===== config.mk =====
export PLATFORM = sky130hd
export DESIGN_NAME = eeprom_cfg_loader
export DESIGN_NICKNAME = d
export VERILOG_FILES = /design/src/rtl/eecl_pkg.sv /design/src/rtl/cfg_sum_acc.sv /design/src/rtl/mw_word_xfer.sv /design/src/rtl/eeprom_cfg_loader.sv
export SDC_FILE = /design/constraint.sdc
export NUM_CORES = 1
export LEC_CHECK = 0
export ABC_CLOCK_PERIOD_IN_PS = 3400
export CORE_ASPECT_RATIO = 1.2
export CORE_MARGIN = 8
export CORE_UTILIZATION = 25
export DETAILED_ROUTE_END_ITERATION = 8
export DONT_BUFFER_PORTS = 1
export GPL_TIMING_DRIVEN = 0
export HOLD_SLACK_MARGIN = 0.15
export PLACE_DENSITY = 0.42
export SLEW_MARGIN = 20
export SYNTH_ARGS = -nofsm -noshare
export SYNTH_HDL_FRONTEND = slang
export SYNTH_SLANG_ARGS = --single-unit
export TNS_END_PERCENT = 50

===== constraint.sdc =====
create_clock -name clk -period 3.4 [get_ports clk]
set_clock_uncertainty 0.2 [all_clocks]
set_input_delay 0.34 -clock clk [delete_from_list [all_inputs] [get_ports clk]]
set_output_delay 0.34 -clock clk [all_outputs]
set_load 0.1 [all_outputs]

===== src/rtl/eecl_pkg.sv =====
package eecl_pkg;
   // register indices
   localparam int REG_CTRL = 0;
   localparam int REG_PINS = 1;
   // control / status bit positions
   localparam int CTL_BUSY  = 0;
   localparam int CTL_REQ   = 0;
   localparam int CTL_VALID = 1;
   localparam int CTL_DET   = 2;
   localparam int CTL_FALLB = 3;
   localparam int CTL_WREN  = 8;
   // pin-control bit positions
   localparam int PIN_CS = 0;
   localparam int PIN_SK = 1;
   localparam int PIN_DI = 2;
   localparam int PIN_DO = 3;
   localparam int PIN_EN = 4;
   // serial read command prefix: start bit then opcode
   localparam logic [2:0] MW_READ_PREFIX = 3'b110;
endpackage


===== src/rtl/cfg_sum_acc.sv =====
module cfg_sum_acc #(
   parameter int WORD_W = 16
) (
   input  logic              clk,
   input  logic              rst_n,
   input  logic              clear,
   input  logic              add,
   input  logic [WORD_W-1:0] word,
   output logic              pass
);
   logic [WORD_W-1:0] sum_q;

   always_ff @(posedge clk or negedge rst_n) begin
      if (!rst_n)      sum_q <= '0;
      else if (clear)  sum_q <= '0;
      else if (add)    sum_q <= sum_q + word;
   end

   assign pass = &sum_q;
endmodule


===== src/rtl/mw_word_xfer.sv =====
module mw_word_xfer import eecl_pkg::*; #(
   parameter int WORD_W  = 16,
   parameter int ADDR_W  = 6,
   parameter int CLK_DIV = 2
) (
   input  logic              clk,
   input  logic              rst_n,
   input  logic              start,
   input  logic              short_run,
   input  logic [ADDR_W-1:0] addr,
   input  logic              mw_do,
   output logic              cs,
   output logic              sk,
   output logic              di,
   output logic              done,
   output logic [WORD_W-1:0] rdata
);
   localparam int CMD_BITS = 3 + ADDR_W;
   localparam int TOT_BITS = CMD_BITS + WORD_W;
   localparam int CW       = $clog2(TOT_BITS + 1);

   logic                active, short_q, tick;
   logic [CMD_BITS-1:0] tx;
   logic [CW-1:0]       bitn, last;

   if (CLK_DIV < 1) begin : g_bad_div
      $error("CLK_DIV must be at least 1");
   end

   if (CLK_DIV == 1) begin : g_div_none
      assign tick = active;
   end else begin : g_div_cnt
      localparam int DW = $clog2(CLK_DIV);
      logic [DW-1:0] cnt;
      always_ff @(posedge clk or negedge rst_n) begin
         if (!rst_n)                          cnt <= '0;
         else if (!active)                    cnt <= '0;
         else if (cnt == DW'(CLK_DIV - 1))    cnt <= '0;
         else                                 cnt <= cnt + 1'b1;
      end
      assign tick = active && (cnt == DW'(CLK_DIV - 1));
   end

   assign last = short_q ? CW'(1) : CW'(TOT_BITS - 1);

   always_ff @(posedge clk or negedge rst_n) begin
      if (!rst_n) begin
         active <= 1'b0; sk <= 1'b0; tx <= '0; bitn <= '0;
         rdata <= '0; short_q <= 1'b0; done <= 1'b0;
      end else begin
         done <= 1'b0;
         if (start && !active) begin
            active  <= 1'b1;
            sk      <= 1'b0;
            tx      <= {MW_READ_PREFIX, addr};
            bitn    <= '0;
            rdata   <= '0;
            short_q <= short_run;
         end else if (tick) begin
            if (!sk) begin
               sk <= 1'b1;
               if (bitn >= CW'(CMD_BITS)) rdata <= {rdata[WORD_W-2:0], mw_do};
            end else begin
               sk <= 1'b0;
               tx <= tx << 1;
               if (bitn == last) begin
                  active <= 1'b0;
                  done   <= 1'b1;
               end else begin
                  bitn <= bitn + 1'b1;
               end
            end
         end
      end
   end

   assign cs = active;
   assign di = active & tx[CMD_BITS-1];

   AST_SK_UNDER_CS: assert property (@(posedge clk) disable iff (!rst_n)
      $rose(sk) |-> cs);
   AST_CS_DROPS_AT_DONE: assert property (@(posedge clk) disable iff (!rst_n)
      done |-> !cs && !sk);
endmodule


===== src/rtl/eeprom_cfg_loader.sv =====
module eeprom_cfg_loader import eecl_pkg::*; #(
   parameter int WORD_W    = 16,
   parameter int ADDR_W    = 6,
   parameter int NUM_WORDS = 16,
   parameter int SA_WORDS  = 3,
   parameter int CFG_WORDS = 4,
   parameter int CLK_DIV   = 2,
   parameter int REG_AW    = 4
) (
   input  logic              clk,
   input  logic              rst_n,
   input  logic              det_pin,
   input  logic              reg_wr,
   input  logic [REG_AW-1:0] reg_addr,
   input  logic [WORD_W-1:0] reg_wdata,
   output logic [WORD_W-1:0] reg_rdata,
   output logic              mw_cs,
   output logic              mw_sk,
   output logic              mw_di,
   input  logic              mw_do
);
   localparam int IW       = $clog2(NUM_WORDS);
   localparam int SA_BASE  = 2;
   localparam int CFG_BASE = SA_BASE + SA_WORDS;

   if (NUM_WORDS < 2 || NUM_WORDS > (1 << ADDR_W)) begin : g_bad_words
      $error("NUM_WORDS out of range for ADDR_W");
   end
   if (SA_WORDS + CFG_WORDS > NUM_WORDS - 1) begin : g_bad_split
      $error("payload words exceed image minus check word");
   end
   if (WORD_W < 9) begin : g_bad_width
      $error("WORD_W too narrow for control bits");
   end
   if (CFG_BASE + CFG_WORDS > (1 << REG_AW)) begin : g_bad_regs
      $error("REG_AW too small for register bank");
   end

   logic              det_q, busy, pend, short_q, go, finish, valid, fallback, wren;
   logic              bb_cs, bb_sk, bb_di, bb_en;
   logic [IW-1:0]     widx;
   logic              x_cs, x_sk, x_di, x_done, ck_pass, ck_add, commit;
   logic [WORD_W-1:0] x_data;
   logic              sw_req, start, use_bb, ctl_wr, pin_wr;
   logic [WORD_W-1:0] sa_rd  [SA_WORDS];
   logic [WORD_W-1:0] cfg_rd [CFG_WORDS];

   // presence bit follows the pin for as long as reset is held
   always_ff @(posedge clk) begin
      if (!rst_n) det_q <= det_pin;
   end

   assign ctl_wr = reg_wr && (reg_addr == REG_AW'(REG_CTRL));
   assign pin_wr = reg_wr && (reg_addr == REG_AW'(REG_PINS));
   assign sw_req = ctl_wr && reg_wdata[CTL_REQ];
   assign start  = !busy && (pend || sw_req);
   assign ck_add = busy && x_done && !short_q;
   assign commit = finish && ck_pass;

   mw_word_xfer #(.WORD_W(WORD_W), .ADDR_W(ADDR_W), .CLK_DIV(CLK_DIV)) u_xfer (
      .clk(clk), .rst_n(rst_n), .start(go), .short_run(short_q),
      .addr(ADDR_W'(widx)), .mw_do(mw_do), .cs(x_cs), .sk(x_sk), .di(x_di),
      .done(x_done), .rdata(x_data));

   cfg_sum_acc #(.WORD_W(WORD_W)) u_sum (
      .clk(clk), .rst_n(rst_n), .clear(start), .add(ck_add),
      .word(x_data), .pass(ck_pass));

   always_ff @(posedge clk or negedge rst_n) begin
      if (!rst_n) begin
         busy <= 1'b0; pend <= 1'b1; short_q <= 1'b0; go <= 1'b0;
         finish <= 1'b0; valid <= 1'b0; fallback <= 1'b0; widx <= '0;
      end else begin
         go     <= 1'b0;
         finish <= 1'b0;
         if (start) begin
            busy    <= 1'b1;
            pend    <= 1'b0;
            short_q <= pend && !det_q;
            widx    <= '0;
            go      <= 1'b1;
            valid   <= 1'b0;
         end else if (busy && x_done) begin
            if (short_q) begin
               busy     <= 1'b0;
               fallback <= 1'b1;
            end else if (widx == IW'(NUM_WORDS - 1)) begin
               finish <= 1'b1;
            end else begin
               widx <= widx + 1'b1;
               go   <= 1'b1;
            end
         end else if (finish) begin
            busy     <= 1'b0;
            valid    <= ck_pass;
            fallback <= !ck_pass;
         end
      end
   end

   always_ff @(posedge clk or negedge rst_n) begin
      if (!rst_n) begin
         wren <= 1'b0; bb_cs <= 1'b0; bb_sk <= 1'b0; bb_di <= 1'b0; bb_en <= 1'b0;
      end else begin
         if (ctl_wr) wren <= reg_wdata[CTL_WREN];
         if (pin_wr && !busy) begin
            bb_cs <= reg_wdata[PIN_CS];
            bb_sk <= reg_wdata[PIN_SK];
            bb_di <= reg_wdata[PIN_DI];
            bb_en <= reg_wdata[PIN_EN];
         end
      end
   end

   assign use_bb = bb_en && !busy;
   assign mw_cs  = use_bb ? bb_cs : x_cs;
   assign mw_sk  = use_bb ? bb_sk : x_sk;
   assign mw_di  = use_bb ? bb_di : x_di;

   for (genvar gi = 0; gi < SA_WORDS; gi++) begin : g_sa
      logic [WORD_W-1:0] sh, q;
      always_ff @(posedge clk or negedge rst_n) begin
         if (!rst_n)                             sh <= '0;
         else if (ck_add && widx == IW'(gi))     sh <= x_data;
      end
      always_ff @(posedge clk or negedge rst_n) begin
         if (!rst_n)       q <= '0;
         else if (commit)  q <= sh;
         else if (wren && reg_wr && reg_addr == REG_AW'(SA_BASE + gi)) q <= reg_wdata;
      end
      assign sa_rd[gi] = q;
   end

   for (genvar gi = 0; gi < CFG_WORDS; gi++) begin : g_cfg
      logic [WORD_W-1:0] sh, q;
      always_ff @(posedge clk or negedge rst_n) begin
         if (!rst_n)                                    sh <= '0;
         else if (ck_add && widx == IW'(SA_WORDS + gi)) sh <= x_data;
      end
      always_ff @(posedge clk or negedge rst_n) begin
         if (!rst_n)      q <= '0;
         else if (commit) q <= sh;
      end
      assign cfg_rd[gi] = q;
   end

   always_comb begin
      reg_rdata = '0;
      if (reg_addr == REG_AW'(REG_CTRL)) begin
         reg_rdata[CTL_BUSY]  = busy;
         reg_rdata[CTL_VALID] = valid;
         reg_rdata[CTL_DET]   = det_q;
         reg_rdata[CTL_FALLB] = fallback;
         reg_rdata[CTL_WREN]  = wren;
      end
      if (reg_addr == REG_AW'(REG_PINS)) begin
         reg_rdata[PIN_CS] = bb_cs;
         reg_rdata[PIN_SK] = bb_sk;
         reg_rdata[PIN_DI] = bb_di;
         reg_rdata[PIN_DO] = mw_do;
         reg_rdata[PIN_EN] = bb_en;
      end
      for (int i = 0; i < SA_WORDS; i++)
         if (reg_addr == REG_AW'(SA_BASE + i)) reg_rdata = sa_rd[i];
      for (int i = 0; i < CFG_WORDS; i++)
         if (reg_addr == REG_AW'(CFG_BASE + i)) reg_rdata = cfg_rd[i];
   end

   AST_VALID_NOT_FALLBACK: assert property (@(posedge clk) disable iff (!rst_n)
      valid |-> !fallback);
   AST_VALID_AFTER_LOAD: assert property (@(posedge clk) disable iff (!rst_n)
      $rose(valid) |-> $past(busy));
   AST_ABORT_FALLS_BACK: assert property (@(posedge clk) disable iff (!rst_n)
      (busy && x_done && short_q) |=> (fallback && !busy && !valid));
   AST_PINS_FROZEN: assert property (@(posedge clk) disable iff (!rst_n)
      busy |=> $stable({bb_cs, bb_sk, bb_di, bb_en}));
   AST_SA_GATED: assert property (@(posedge clk) disable iff (!rst_n)
      (!wren && !commit) |=> $stable(sa_rd[0]));
endmodule


==> impl_metrics.toml, run 1 <==
[global_route]
grt_overflow = 0
grt_pass1_wl_mm = 62.4
grt_pass1_vias = 9695
grt_max_degree = 293
track_usage = 0.138
antenna_found_initial = 1

[route]
wl_met3_mm = 1.34
drt_iter0_drc = 565
ant_nets = 0
drc_errors = 0
wl_per_cell_microns = 20.4
drtPass1Iterations = 6
via_per_inst = 4.57
wl_met1_mm = 17.2
vias = 9291
routed_wirelength_mm = 41.5
dr_wl_met2_mm = 21.2
routed.top_layer = "met4"

[timing]
clock.fmax_mhz = 300
setup_slack_ns = 0.0631
rsz0062_at_grt = "yes"
tightest_slew_ns = 1.09
tns_ns = 0
finalHoldViolCount = 291
period_share = 0.981
setup_violations = 0
finalCriticalPeriod_ns = 3.34
maxSlewHeadroom = 0.273
worst_hold_slack_ns = -0.686
finalMaxSlewViolations = 0

[cts]
clock_insertion_delay_worst_skew_ns = 0.53
cts_made_buffers = 35
cts_root_buffer = "clkbuf_16"
path_clk_slew_ns = 0.06
cts.path.max_buffers = 3
post_cts_buffers = 0
cts_tree = "yes"
cts_sinks = 292
cts_hold_buf = 25
cts_max_level = 2

[yosys]
synth-main-ff-cell = "dfrtp_1"
synth_top_family_by_area = "multiplexers"
ys_ff_latch = 292
synth_area_leaders = "dfrtp_1 (55%), mux2_2 (9.0%), nand2_1 (8.9%)"
yosysMostFrequentCell = "nand2_1"
synth_common_cells = "nand2_1 (313), dfrtp_1 (290), mux2_2 (106)"
synth_fa_ha_area_frac = 0.0213
yosys.area.top_type = "dfrtp_1"
syn_inst = 1235
yosysTopAreaCellShare = 0.547
synth_compound_area_frac = 0.0877
netlist_area_sq_mm = 0.0133
synth_mux_area_frac = 0.156
synth_xor_area_frac = 0.0106
syn_avg_cell_area_sq_um = 10.7
yosysSeqAreaShare = 0.551
yosysWarnings = 0
synth_cell_types = 64
ys_async_sr_fraction = 0.997
yosys.area_share.simple = 0.143
synth_edf_count = 1
syn-num-nets = 1282

[die]
num_rows = 92
die_w_microns = 226
ioPinCount = 44
dieArea_sq_mm = 0.0607
core_area_sq_mm = 0.0525
start_util = 0.253
die_h_microns = 268

[finish]
nNetsFinal = 1345
area_delta_synth_final_pct = 18.6
drive_gt1_frac = 0.180
nFillCells = 5551

[worst_setup_path]
slowest_delay_ns = 0.64
worstSetupPathType = "input pin to output pin"
crit_path_start_kind = "input pin"
r2r_cells = 8
path_cells = "buf_4 -> nor2_4 -> nand2_1 -> nor2_1 -> clkbuf_2 -> a222oi_1 -> a21oi_1 -> a221oi_1 -> a21oi_4"
r2r_start = "finish"
r2r_setup_slack_ns = 0.43
cp_data_arrival_time_ns = 2.80
cp.buffers_inverters = 2
crit_fanout = 10
r2r-end = "g_sa[0].q[9]"
end_kind = "output pin"
critical_path.slowest_cell = "a21oi_4"
critical_path.top_delay_family = "compound AO/OA/AOI/OAI gates"
cp.required_ns = 2.86

[power]
powerDensity_mw_per_mm2 = 573
ir_drop_mv = 0.299
p_leak_nw = 7.23

[place]
gp_congestion = 0.811
place_ws_ns = -0.603
place_hpwl_mm = 28.5
numPortBuffers = 0

[run]
max-cap-violations = 0

[run_status]
failed_checks = "negative hold slack"
status = "finished, violations left"

[hold_path]
hp-class = "input pin to async pin"
==> logic make-up (layout without fill, tap and decap cells) <==
family / Yosys count / after routing
xor gates and xnor gates: 16 / 16
other: 0 / 1
buffers and inverters: 88 / 178
muxes: 184 / 184
DFF: 292 / 292
AOI/OAI and AO/OA: 182 / 182
adders and majority gates: 22 / 22
and+or+nand+nor: 451 / 451
==> routing by layer <==
metal  vias up  global-route usage
met5         -                   0
met4         0              0.0597
met3        76              0.0198
met2       162               0.247
met1      4658               0.163
li1       4395                   -
==> flip-flops by register name, indices dropped and copies added, names as in the netlist, 4 cells and up <==
register,cells
widx,4
u_xfer.tx,9
g_sa.sh,48
g_cfg.q,64
u_xfer.rdata,16
u_xfer.bitn,5
u_sum.sum_q,16
g_cfg.sh,64
g_sa.q,48
==> metrics by stage <==
stage	hold slack, ns	cell area [sq um]	cells	util	power, W
2_1_floorplan	-0.156	13300	1235	-	0.00490
3_3_place_gp	-0.142	14200	1940	0.270	0.00515
3_5_place_dp	-0.145	14200	1941	0.271	0.00519
4_1_cts	-0.714	15700	2030	0.300	0.00918
5_1_grt	-0.713	15700	2030	0.300	0.00946
6_report	-0.686	15700	2031	0.300	0.00902
==> where the power goes <==
group | leakage, nW | total, W | internal (W) | switching, W
combinational | 2.86 | 0.00114 | 0.000408 | 0.000734
clock | 0.591 | 0.00385 | 0.00235 | 0.00150
sequential | 3.78 | 0.00403 | 0.00377 | 0.000256
==> worst max-delay path by stage <==
stage	cells after the start	startpoint	end
floorplan	8	reg_addr[2]	reg_rdata[15]
global placement	6	reg_addr[0]	reg_rdata[11]
detailed placement	9	reg_addr[2]	reg_rdata[4]
CTS	8	reg_addr[2]	reg_rdata[6]
global route	8	reg_addr[2]	reg_rdata[6]
finish	9	reg_addr[2]	reg_rdata[6]
==> layout make-up <==
type | instances | area [sq um] | share of cell area
Sequential cell | 292 | 7310 | 0.465
Multi-Input combinational cell | 855 | 5670 | 0.360
Clock buffer | 54 | 1080 | 0.0685
Tap cell | 705 | 882 | 0.0560
Buffer | 81 | 392 | 0.0249
Timing Repair Buffer | 26 | 258 | 0.0164
Clock inverter | 10 | 121 | 0.00771
Inverter | 7 | 26.3 | 0.00167
Antenna cell | 1 | 2.50 | 0.000159
==> what timing repair did <==
action / CTS / global route
gates resized for setup: 16 / 1
pin swaps: 2 / 0
hold endpoints to repair: 350 / 291
setup endpoints to repair: 15 / 2
==> cells in the final DEF, fill, tap and decap left out, drive strengths merged, types with 9 or more instances in the layout <==
cell type / count
a222oi: 18
o21ai: 80
nand3: 20
mux2i: 66
a21oi: 23
mux2: 114
nand2: 319
ha: 21
dlygate4sd3: 25
clkbuf: 106
dfrtp: 290
nor2: 69
inv: 9
buf: 30
Power figures use the tool's default switching activity.
==> run 2: changes to the inputs <==
--- a/config.mk
+++ b/config.mk
@@ -11,11 +11,11 @@
 export CORE_UTILIZATION = 25
 export DETAILED_ROUTE_END_ITERATION = 8
 export DONT_BUFFER_PORTS = 1
-export GPL_TIMING_DRIVEN = 0
 export HOLD_SLACK_MARGIN = 0.15
 export PLACE_DENSITY = 0.42
 export SLEW_MARGIN = 20
 export SYNTH_ARGS = -nofsm -noshare
 export SYNTH_HDL_FRONTEND = slang
+export SYNTH_HIERARCHICAL = 1
 export SYNTH_SLANG_ARGS = --single-unit
 export TNS_END_PERCENT = 50
==> run 2 against run 1 <==
The run still ends with negative hold slack left. Non-clock buffer count down 36. Global-route usage down 1.6 points. Die area up 4.1%. Highest routed layer unchanged. Clock-buffer cell count down 11. Combinational power down 20%. Design area up 3.0%. Setup slack better by 0.38 ns. Critical endpoint is now u_sum/sum_q[14].
==> impl_metrics.toml, run 2 <==
[run_status]
status = "finished, violations left"
failed_checks = "negative hold slack"

[yosys]
ys_async_sr_fraction = 0.997
synth_edf_count = 1
synth_cell_types = 82
yosysWarnings = 6
syn_avg_cell_area_sq_um = 11.9
yosysSeqAreaShare = 0.528
yosysMostFrequentCell = "dfrtp_1"
netlist_area_sq_mm = 0.0138
syn_inst = 1159
synth_common_cells = "dfrtp_1 (290), mux2_2 (191), nor2_1 (111)"
yosys.area.top_type = "dfrtp_1"
yosysTopAreaCellShare = 0.524
ys_ff_latch = 292
synth-main-ff-cell = "dfrtp_1"
synth_area_leaders = "dfrtp_1 (52%), mux2_2 (16%), mux2i_1 (6.1%)"

[worst_setup_path]
path_cells = "ha_1 -> inv_1 -> fa_1 -> and2b_1 -> o2111ai_1 -> a2111oi_0 -> o22a_1 -> nor4_1 -> a221o_1"
critical_path.top_delay_family = "compound AO/OA/AOI/OAI gates"
r2r_setup_slack_ns = 0.44
end_kind = "register"
cp.buffers_inverters = 1
r2r_cells = 9
crit_path_start_kind = "register"
critical_path.slowest_cell = "dfrtp_1"
slowest_delay_ns = 0.50
crit_fanout = 9
r2r-end = "u_sum/sum_q[14]"
cp.required_ns = 3.65
cp_data_arrival_time_ns = 3.20
worstSetupPathType = "register to register"
r2r_start = "u_xfer/rdata[0]"

[cts]
cts_hold_buf = 28
post_cts_buffers = 0
clock_insertion_delay_worst_skew_ns = 0.57
cts_root_buffer = "clkbuf_16"
cts_tree = "yes"
cts.path.max_buffers = 3
cts_made_buffers = 31
cts_resized = 0
cts_max_level = 1
path_clk_slew_ns = 0.06
cts_sinks = 292

[timing]
tightest_slew_ns = 0.856
setup_violations = 0
maxSlewHeadroom = 0.427
tns_ns = 0
period_share = 0.870
finalHoldViolCount = 291
worst_hold_slack_ns = -0.715
rsz0062_at_grt = "no"
clock.fmax_mhz = 338
finalCriticalPeriod_ns = 2.96
finalMaxSlewViolations = 0

[route]
vias = 9134
routed_wirelength_mm = 38.3
drtPass1Iterations = 5
drt_iter0_drc = 497
drc_errors = 0
via_per_inst = 4.71
wl_per_cell_microns = 19.7
ant_nets = 0

[global_route]
track_usage = 0.122
antenna_found_initial = 1
use_met2 = 0.208
met3_usage = 0.0144
grt_overflow = 0
grt_max_degree = 293
grt_pass1_wl_mm = 60.8
grt_use_met1 = 0.162
gr-max-usage-layer = "met2"
grt_pass1_vias = 9768

[die]
core_area_sq_mm = 0.0548
dieArea_sq_mm = 0.0632
die_h_microns = 274
start_util = 0.253
die_w_microns = 231
ioPinCount = 44
num_rows = 94

[finish]
drive_gt1_frac = 0.260
nFillCells = 5705
multi_input_area_sq_mm = 0.00614
largestRegisters = "g_cfg.q x64, g_cfg.sh x64"
seq_area_sq_mm = 0.00731
nNetsFinal = 1244
insertedDiodeCount = 0
area_delta_synth_final_pct = 17.1
final_cell_mix = "dfrtp_1 (290), mux2_2 (191), nor2_1 (111)"
finish.utilization = 0.296
final_common_cell = "dfrtp_1"

[place]
numPortBuffers = 0
place_hpwl_mm = 25.0
gp_congestion = 0.778

[power]
p_leak_nw = 7.81
powerDensity_mw_per_mm2 = 531
ir_drop_mv = 0.336

[hold_path]
hp-class = "input pin to async pin"

[run]
max-cap-violations = 0
==> run 2: cell types whose count changed in the layout (fill, tap and decap cells not counted), sizes merged, moves of 8 or more <==
cell,change
nand2,-244
a222oi,-18
a21oi,+45
o221ai,+13
nor2,+47
clkbuf,-63
buf,+13
mux2i,+19
mux2,+77
a2bb2oi,+15
a221o,+8
o21ai,-55
==> run 2: where the power goes <==
group / internal [W] / switching (W)
registers: 0.00370 / 0.000188
clock network: 0.00239 / 0.00143
logic: 0.000341 / 0.000575
==> run 2: layout make-up <==
class / instances / share of cell area
multi-input combinational: 787 / 0.379
clock buffer: 43 / 0.0562
clock inverter: 14 / 0.0153
timing repair buffer: 71 / 0.0403
sequential: 292 / 0.451
inverter: 14 / 0.00324
tap: 720 / 0.0556
==> run 2: worst max path at each step <==
stage                    startpoint               to  slack [ns]  cells after the start
global route        u_xfer/rdata[0]  u_sum/sum_q[14]        0.20                      9
finish              u_xfer/rdata[0]  u_sum/sum_q[14]        0.44                      9
floorplan               reg_addr[1]    reg_rdata[10]        0.13                      6
detailed placement  u_xfer/rdata[0]  u_sum/sum_q[14]        0.46                      9
CTS                 u_xfer/rdata[0]  u_sum/sum_q[14]        0.44                      9
global placement    u_xfer/rdata[0]  u_sum/sum_q[14]        0.48                      9
==> run 2: cell families (layout without fill, tap and decap cells) <==
logic type / after synthesis / count (layout) / share of synthesized area
flip-flops: 292 / 292 / 0.528
adder cells (fa/ha/maj): 22 / 22 / 0.0204
AND/OR/NAND/NOR: 280 / 280 / 0.0978
XOR/XNOR: 7 / 7 / 0.00443
buffers and inverters: 81 / 142 / 0.0318
multiplexers: 276 / 276 / 0.217
AO/OA/AOI/OAI: 200 / 200 / 0.100
other: 1 / 2 / 0.000271
==> run 2: metal layers <==
metal	share of wire	wire, microns
met5	0	0
met4	0.023	877
met3	0.027	1030
met2	0.49	18700
met1	0.46	17600
==> run 2: per-stage QoR <==
| step | cell area, sq um | hold slack [ns] | power, W | cells | setup WS (ns) |
|---|---|---|---|---|---|
| after floorplan | 13900 | -0.156 | 0.00465 | 1160 | 0.131 |
| after global placement | 14800 | -0.138 | 0.00481 | 1856 | 0.485 |
| after detailed placement | 14800 | -0.138 | 0.00483 | 1856 | 0.463 |
| after CTS | 16200 | -0.757 | 0.00876 | 1941 | 0.441 |
| after global routing | 16200 | -0.742 | 0.00900 | 1941 | 0.201 |
| final | 16200 | -0.715 | 0.00861 | 1941 | 0.441 |
==> run 3: changes to the inputs <==
--- a/config.mk
+++ b/config.mk
@@ -11,8 +11,7 @@
 export CORE_UTILIZATION = 25
 export DETAILED_ROUTE_END_ITERATION = 8
 export DONT_BUFFER_PORTS = 1
-export HOLD_SLACK_MARGIN = 0.15
-export PLACE_DENSITY = 0.42
+export PLACE_DENSITY_LB_ADDON = 0.2
 export SLEW_MARGIN = 20
 export SYNTH_ARGS = -nofsm -noshare
 export SYNTH_HDL_FRONTEND = slang
==> run 3 against run 2 <==
The flow still finishes with violations (negative hold slack). Sequential power is essentially flat. Hold slack gained 0.0077 ns. Critical path depth is the same. Power shrank 4.8%. Via count is essentially flat. Design area shrank 1.2%. Combinational power shrank 1%. Fmax shrank 0.91%. Die area is the same. Routed wire length shrank 3.4%. Core utilization shrank 0.37 points.
==> impl_metrics.toml, run 3 (synthesized netlist as in run 2, its figures left out) <==
[timing]
tns_ns = 0
maxSlewHeadroom = 0.347
finalHoldViolCount = 291
finalMaxSlewViolations = 0
period_share = 0.878
setup_violations = 0
tightest_slew_ns = 0.977
rsz0062_at_grt = "no"
clock.fmax_mhz = 335
worst_hold_slack_ns = -0.707
finalCriticalPeriod_ns = 2.99

[route]
wl_per_cell_microns = 19.1
routed_wirelength_mm = 37.0
drc_errors = 0
ant_nets = 0
drt_iter0_drc = 475
drtPass1Iterations = 6
via_per_inst = 4.72
vias = 9130

[finish]
nFillCells = 5719
multi_input_area_sq_mm = 0.00614
largestRegisters = "g_cfg.q x64, g_cfg.sh x64"
nNetsFinal = 1238
fin_area_sq_mm = 0.0160
final_common_cell = "dfrtp_1"
area_delta_synth_final_pct = 15.7
drive_gt1_frac = 0.257
finish.utilization = 0.292
insertedDiodeCount = 0
final_cell_mix = "dfrtp_1 (290), mux2_2 (191), nor2_1 (111)"
seq_area_sq_mm = 0.00731

[run_status]
status = "finished, violations left"
failed_checks = "negative hold slack"

[worst_setup_path]
cp_data_arrival_time_ns = 3.22
r2r_start = "u_xfer/rdata[0]"
cp.required_ns = 3.64
critical_path.slowest_cell = "dfrtp_1"
worstSetupPathType = "register to register"
path_cells = "ha_1 -> inv_1 -> fa_1 -> and2b_1 -> o2111ai_1 -> a2111oi_0 -> o22a_1 -> nor4_1 -> a221o_1"
end_kind = "register"
crit_fanout = 9
slowest_delay_ns = 0.51
r2r_cells = 9
r2r-end = "u_sum/sum_q[14]"
r2r_setup_slack_ns = 0.41
crit_path_start_kind = "register"

[global_route]
grt_use_met1 = 0.152
use_met2 = 0.202
grt_max_degree = 293
met3_usage = 0.0147
grt_overflow = 0
grt_pass1_vias = 9527
gr-max-usage-layer = "met2"
grt_pass1_wl_mm = 58.5
antenna_found_initial = 2
track_usage = 0.117

[die]
die_w_microns = 231
start_util = 0.253
core_area_sq_mm = 0.0548
dieArea_sq_mm = 0.0632
die_h_microns = 274
ioPinCount = 44
num_rows = 94

[cts]
path_clk_slew_ns = 0.06
cts_resized = 0
cts.path.max_buffers = 3
cts_hold_buf = 24
cts_sinks = 292
clock_insertion_delay_worst_skew_ns = 0.56
cts_root_buffer = "clkbuf_16"
cts_made_buffers = 31
cts_max_level = 1
post_cts_buffers = 0
cts_tree = "yes"

[power]
power_w = 0.00820
ir_drop_mv = 0.339
p_leak_nw = 7.73
powerDensity_mw_per_mm2 = 512

[place]
numPortBuffers = 0
gp_congestion = 0.794
dpl_cell_area_sq_mm = 0.0147
place_hpwl_mm = 24.4

[hold_path]
hp-class = "input pin to async pin"

[run]
max-cap-violations = 0
## run 3: cell type report
cell class                 instances  share of cell area
inverter                          14             0.00328
multi-input combinational        787               0.383
sequential                       292               0.457
clock buffer                      48              0.0599
clock inverter                     8             0.00430
tap                              720              0.0562
timing repair buffer              65              0.0366
## run 3: how the worst max path moves through the flow
stage	from	end	cells past startpoint
2_1_floorplan	reg_addr[1]	reg_rdata[10]	6
3_3_place_gp	u_xfer/rdata[0]	u_sum/sum_q[14]	9
3_5_place_dp	u_xfer/rdata[0]	u_sum/sum_q[14]	9
4_1_cts	u_xfer/rdata[0]	u_sum/sum_q[14]	9
5_1_grt	u_xfer/rdata[0]	u_sum/sum_q[14]	9
6_report	u_xfer/rdata[0]	u_sum/sum_q[14]	9
## run 3: per-layer routing
metal,vias to the layer above,wire (microns)
met4,2,711
met2,114,18300
met5,-,13
met3,42,1240
li1,4272,-
met1,4700,16700
## run 3: where the power goes
part           switching, W  total, W  internal [W]  leakage (nW)
Combinational      0.000565  0.000907      0.000342          3.38
Clock               0.00140   0.00340       0.00200         0.516
Sequential         0.000190   0.00389       0.00370          3.83
## run 3: through the flow
| stage | std cells | setup WS [ns] |
|---|---|---|
| floorplan | 1160 | 0.131 |
| global placement | 1854 | 0.486 |
| detailed placement | 1854 | 0.439 |
| CTS | 1934 | 0.411 |
| global route | 1934 | 0.202 |
| finish | 1934 | 0.414 |
## run 3: critical path: cells and delay by family, from the launching register on
| family | cells | cell delay, ns |
|---|---|---|
| compound gates | 4 | 1.17 |
| fa+ha+maj | 2 | 0.64 |
| flops | 1 | 0.51 |
| simple gates | 2 | 0.29 |
| buf+inv | 1 | 0.07 |
